[src/rtl/pwm16_pkg.sv]
package pwm16_pkg;
  localparam int BYTE_W = 8;

  typedef struct packed {
    logic hit;    // enabled compare match this cycle
    logic wrap;   // enabled rollover from all ones this cycle
  } tb_evt_t;
endpackage

[src/rtl/pwm16_rst_sync.sv]
module pwm16_rst_sync (
  input  logic clk,
  input  logic rst_n,
  output logic rst_n_sync
);
  logic [1:0] sync_q;

  always_ff @(posedge clk or negedge rst_n) begin
    if (!rst_n) sync_q <= 2'b00;
    else        sync_q <= {sync_q[0], 1'b1};
  end

  assign rst_n_sync = sync_q[1];
endmodule

[src/rtl/pwm16_timebase.sv]
module pwm16_timebase #(
  parameter int CNT_W = 16
) (
  input  logic             clk,
  input  logic             rst_n,
  input  logic             adv,
  output logic [CNT_W-1:0] count,
  output logic             at_max
);
  logic [CNT_W-1:0] count_q;
  logic [CNT_W-1:0] count_nxt;

  always_comb begin
    count_nxt = count_q + 1'b1;
  end

  always_ff @(posedge clk or negedge rst_n) begin
    if (!rst_n)   count_q <= '0;
    else if (adv) count_q <= count_nxt;
  end

  assign count  = count_q;
  assign at_max = &count_q;
endmodule

[src/rtl/pwm16_cmp_reg.sv]
module pwm16_cmp_reg
  import pwm16_pkg::*;
#(
  parameter int CNT_W = 16
) (
  input  logic              clk,
  input  logic              rst_n,
  input  logic              wr_lo,
  input  logic              wr_hi,
  input  logic [BYTE_W-1:0] wr_data,
  output logic [CNT_W-1:0]  cmp_value,
  output logic              armed
);
  // Upper part width; must not exceed one byte.
  localparam int HI_W = CNT_W - BYTE_W;

  logic [BYTE_W-1:0] lo_q, lo_nxt;
  logic [HI_W-1:0]   hi_q, hi_nxt;
  logic              arm_q, arm_nxt;

  always_comb begin
    lo_nxt  = lo_q;
    hi_nxt  = hi_q;
    arm_nxt = arm_q;
    if (wr_lo) begin
      lo_nxt  = wr_data;
      arm_nxt = 1'b0;
    end
    if (wr_hi) begin
      hi_nxt  = wr_data[HI_W-1:0];
      arm_nxt = 1'b1;   // high byte completes the sequence
    end
  end

  always_ff @(posedge clk or negedge rst_n) begin
    if (!rst_n) begin
      lo_q  <= '0;
      hi_q  <= '0;
      arm_q <= 1'b0;
    end else begin
      if (wr_lo)         lo_q  <= lo_nxt;
      if (wr_hi)         hi_q  <= hi_nxt;
      if (wr_lo || wr_hi) arm_q <= arm_nxt;
    end
  end

  assign cmp_value = {hi_q, lo_q};
  assign armed     = arm_q;
endmodule

[src/rtl/pwm16_out_ctrl.sv]
module pwm16_out_ctrl
  import pwm16_pkg::*;
(
  input  logic    clk,
  input  logic    rst_n,
  input  logic    active,
  input  tb_evt_t evt,
  input  logic    flag_clr,
  output logic    level_q,
  output logic    flag_q
);
  logic level_nxt;
  logic flag_nxt;

  always_comb begin
    // rollover and inactivity dominate, then match
    if (!active || evt.wrap) level_nxt = 1'b0;
    else if (evt.hit)        level_nxt = 1'b1;
    else                     level_nxt = level_q;

    // set dominates clear
    if (evt.hit)       flag_nxt = 1'b1;
    else if (flag_clr) flag_nxt = 1'b0;
    else               flag_nxt = flag_q;
  end

  always_ff @(posedge clk or negedge rst_n) begin
    if (!rst_n) begin
      level_q <= 1'b0;
      flag_q  <= 1'b0;
    end else begin
      level_q <= level_nxt;
      flag_q  <= flag_nxt;
    end
  end
endmodule

[src/rtl/pwm16_channel.sv]
module pwm16_channel
  import pwm16_pkg::*;
#(
  parameter int CNT_W = 16
) (
  input  logic              clk,
  input  logic              rst_n,
  input  logic              cnt_en,
  input  logic              pwm_sel,
  input  logic              wide_sel,
  input  logic              wr_lo,
  input  logic              wr_hi,
  input  logic [BYTE_W-1:0] wr_data,
  input  logic              flag_clr,
  input  logic              flag_en,
  input  logic              irq_en,
  output logic              pwm_out,
  output logic              match_flag,
  output logic              irq,
  output logic [CNT_W-1:0]  count,
  output logic [CNT_W-1:0]  cmp_value,
  output logic              armed
);
  logic    rst_n_i;
  logic    at_max;
  logic    active;
  logic    equal;
  logic    level_q;
  tb_evt_t evt;

  pwm16_rst_sync u_rst (
    .clk        (clk),
    .rst_n      (rst_n),
    .rst_n_sync (rst_n_i)
  );

  pwm16_timebase #(.CNT_W(CNT_W)) u_tb (
    .clk    (clk),
    .rst_n  (rst_n_i),
    .adv    (cnt_en),
    .count  (count),
    .at_max (at_max)
  );

  pwm16_cmp_reg #(.CNT_W(CNT_W)) u_cmp (
    .clk       (clk),
    .rst_n     (rst_n_i),
    .wr_lo     (wr_lo),
    .wr_hi     (wr_hi),
    .wr_data   (wr_data),
    .cmp_value (cmp_value),
    .armed     (armed)
  );

  always_comb begin
    active   = armed & pwm_sel & wide_sel;
    equal    = active & (count == cmp_value);
    evt.hit  = equal & cnt_en;
    evt.wrap = at_max & cnt_en;
  end

  pwm16_out_ctrl u_out (
    .clk      (clk),
    .rst_n    (rst_n_i),
    .active   (active),
    .evt      (evt),
    .flag_clr (flag_clr),
    .level_q  (level_q),
    .flag_q   (match_flag)
  );

  // the equal term lets the matching count itself read high
  assign pwm_out = active & (level_q | equal);
  assign irq     = match_flag & flag_en & irq_en;
endmodule

[config.mk]
export PLATFORM = sky130hd
export DESIGN_NAME = pwm16_channel
export DESIGN_NICKNAME = d
export VERILOG_FILES = /design/src/rtl/pwm16_pkg.sv /design/src/rtl/pwm16_rst_sync.sv /design/src/rtl/pwm16_timebase.sv /design/src/rtl/pwm16_cmp_reg.sv /design/src/rtl/pwm16_out_ctrl.sv /design/src/rtl/pwm16_channel.sv
export SDC_FILE = /design/constraint.sdc
export NUM_CORES = 1
export LEC_CHECK = 0
export BUFFER_PORTS_ARGS = -buffer_cell sky130_fd_sc_hd__buf_2
export CAP_MARGIN = 20
export CELL_PAD_IN_SITES_DETAIL_PLACEMENT = 1
export CELL_PAD_IN_SITES_GLOBAL_PLACEMENT = 1
export CORE_UTILIZATION = 40
export DETAILED_ROUTE_END_ITERATION = 6
export PLACE_DENSITY = 0.79
export SLEW_MARGIN = 30
export SYNTH_ARGS = -nofsm -noshare
export SYNTH_HDL_FRONTEND = slang
export SYNTH_HIERARCHICAL = 1
export SYNTH_SLANG_ARGS = --single-unit
[constraint.sdc]
create_clock -name clk -period 3.82 [get_ports clk]
set_input_delay 0.382 -clock clk [delete_from_list [all_inputs] [get_ports clk]]
set_output_delay 0.382 -clock clk [all_outputs]
set_load 0.01 [all_outputs]
==> results_dict.tcl <==
set metrics [dict create \
    first_iter_violations 35 \
    syn_area_per_cell_um2 13.1 \
    drv_slew 0 \
    cp-end-kind "output pin" \
    grt_pass1_vias 1391 \
    synthesis.area_um2 1800 \
    syn_to_final_growth_pct 24.3 \
    io_pins 54 \
    fin_util 0.516 \
    cts_tree "yes" \
    stdcell_count 249 \
    cp_max_fo 7 \
    grt_util_all_layers 0.194 \
    cts_root_buf "clkbuf_8" \
    hold_viol 0 \
    coreArea_um2 4320 \
    fin_crit_ns 2.29 \
    cap_viol_max_count 0 \
    syn_nets 156 \
    timing.rr.start "u_tb/count[9]$_DFFE_PN0P_" \
    die_h_um 69.0 \
    dieArea_um2 4760 \
    fin_crit_sh 0.600 \
    cp_data_arrival_time_ns 1.91 \
    ys_warn_count 6 \
    startpoint_type "flip-flop" \
    antenna_found_initial 0 \
    leakagePower_nw 1.09 \
    timing.critical_path.from "u_tb/count[9]$_DFFE_PN0P_" \
    num-nets-final 215 \
    post-cts-setup-buffers 0 \
    grt_pass1_wl_um 7240 \
    die_w_um 69.0 \
    rsz0062_at_grt "false" \
    setup_viol 0 \
    clk_path_buf_depth 2 \
    dp.cells 240 \
    status "finished, final reports clean" \
    dp_hpwl_um 3220 \
    worstPathRequired_ns 3.44 \
    syn_inst 137 \
    row_count 24 \
    first_pass_iters 4 \
    worstSetupPathType "flip-flop to output pin" \
    synth_cell_type_count 28 \
    io_buffers 53 \
    seq_area_frac_synth 0.515 \
    avgRoutedWirePerCell_um 17.1 \
    skew_ns 0.00698 \
    drive_gt1_frac 0.462 \
    gr-total-overflow 0 \
    fmax_mhz 436 \
    clk_latency_ns 0.29 \
    holdCritPathClass "flip-flop to asynchronous set/reset pin" \
    fin_setup_tns_ns 0 \
    diodes 0 \
    htree_num_levels 2 \
    drtAntennaViolNets 0 \
    finalWirelength_um 4250 \
    vdd_ir_drop_max_mv 0.213 \
    cts_sinks 37 \
    cts.clk_slew.worst_paths_ns 0.07 \
    grt_max_degree 36 \
    vias 1270 \
    numCtsBuffers 5 \
    p_total_w 0.00115 \
    start_util 0.416 \
    gp_congestion 0.815 \
    p_per_area_nw_per_um2 513 \
    vias_per_cell 5.10 \
    ys_ff_latch 37 \
    drc 0 \
]
[final timing paths]
kind                       cells past startpoint                   endpoint  slack, ns
setup / recovery                               5                    pwm_out       1.53
hold / removal                                 1  u_cmp/lo_q[2]$_DFFE_PN0P_       0.29
setup reg to reg                               6  u_out/level_q$_DFFE_PN0P_       2.01
hold reg to reg                                1  u_cmp/lo_q[2]$_DFFE_PN0P_       0.29
max in group asynchronous                      1  u_tb/count[8]$_DFFE_PN0P_       3.21
min in group clk                               2  u_cmp/hi_q[7]$_DFFE_PN0P_       0.34
[cell families after synthesis]
family	Yosys count	synth area share
AND/OR/NAND/NOR	41	0.145
flip-flops	37	0.515
buffers and inverters	6	0.0216
other	1	0.00209
multiplexers	17	0.140
AO/OA/AOI/OAI	3	0.0181
adder cells (fa/ha/maj)	1	0.00696
XOR/XNOR	31	0.151
[power by group]
| part | switching [W] | internal (W) |
|---|---|---|
| Clock | 0.000133 | 0.000213 |
| Sequential | 0.0000951 | 0.000445 |
| Combinational | 0.000120 | 0.000140 |
[cells in the mapped netlist]
cell       count  area [um^2]
mux2_4        16          240
o2bb2ai_2      1         15.0
nand2_2        1         6.26
clkbuf_2       1         5.00
inv_1          3         11.3
and4_1         2         17.5
conb_1         1         3.75
mux2_2         1         11.3
nor2_1         5         18.8
or4_4          1         11.3
and3_1         2         12.5
nand3_1        9         45.0
xor2_1         7         61.3
ha_1           1         12.5
xnor2_1       24          210
buf_6          2         22.5
nand3_2        1         10.0
nand4_1        6         37.5
nor3_2         3         30.0
and3_2         1         7.51
and2_1         1         6.26
a21o_2         2         17.5
dfrtp_1       37          926
and3_4         1         11.3
nand2_1        4         15.0
nor3b_2        1         12.5
nor3_1         2         10.0
or2_4          1         8.76
[cell usage in the layout (no fill, tap or decap), drive strengths merged]
| cell | instances |
|---|---|
| dfrtp | 37 |
| nand4 | 6 |
| inv | 3 |
| or4 | 1 |
| clkbuf | 7 |
| and2 | 1 |
| a21o | 2 |
| nor3 | 5 |
| nor3b | 1 |
| and3 | 4 |
| ha | 1 |
| dlygate4sd3 | 1 |
| buf | 54 |
| nand2 | 5 |
| xnor2 | 24 |
| xor2 | 7 |
| conb | 1 |
| mux2 | 17 |
| nor2 | 5 |
| bufinv | 1 |
| and4 | 2 |
| or2 | 1 |
| nand3 | 10 |
| o2bb2ai | 1 |
[metal layers]
layer  part of all wire  global-route usage  up-vias
met4              0.013              0.0544        0
met3              0.059              0.0570        7
met2               0.49               0.331       44
met1               0.44               0.239      635
met5                  0                   0        -
li1                   -                   -      584
[critical path, stage by stage (launching register included)]
cell and delay (ns):
dfrtp_1 0.47, xnor2_1 0.23, nand4_1 0.11, or4_4 0.55, o2bb2ai_2 0.13, buf_2 0.14
[state kept, by name (all words and copies together), names as in the netlist]
register       flops
u_cmp/lo_q         8
u_tb/count        16
u_cmp/hi_q         8
u_rst/sync_q       2
u_cmp/armed        1
u_out/level_q      1
u_out/flag_q       1
[through the flow]
| stage | area [um^2] | worst slack (ns) | hold WS [ns] |
|---|---|---|---|
| floorplan | 1800 | 2.05 | 0.0864 |
| global placement | 2110 | 1.86 | 0.167 |
| detailed placement | 2110 | 1.83 | 0.170 |
| CTS | 2230 | 1.51 | 0.300 |
| global route | 2230 | 1.41 | 0.331 |
| finish | 2230 | 1.53 | 0.288 |
[final cells by class]
class                           count  area, um^2
Timing Repair Buffer               55         283
Tap cell                           52        65.1
Sequential cell                    37         926
Clock buffer                        7        86.3
Fill cell                         479        2090
Multi-Input combinational cell     94         832
Clock inverter                      1        30.0
Inverter                            3        11.3
[repair_timing]
item / in CTS / in global routing
hold buffers: 1 / 0
hold endpoints to repair: 2 / 0
resized for setup: 0 / 0
No activity file was read; power rests on OpenSTA's default activity.
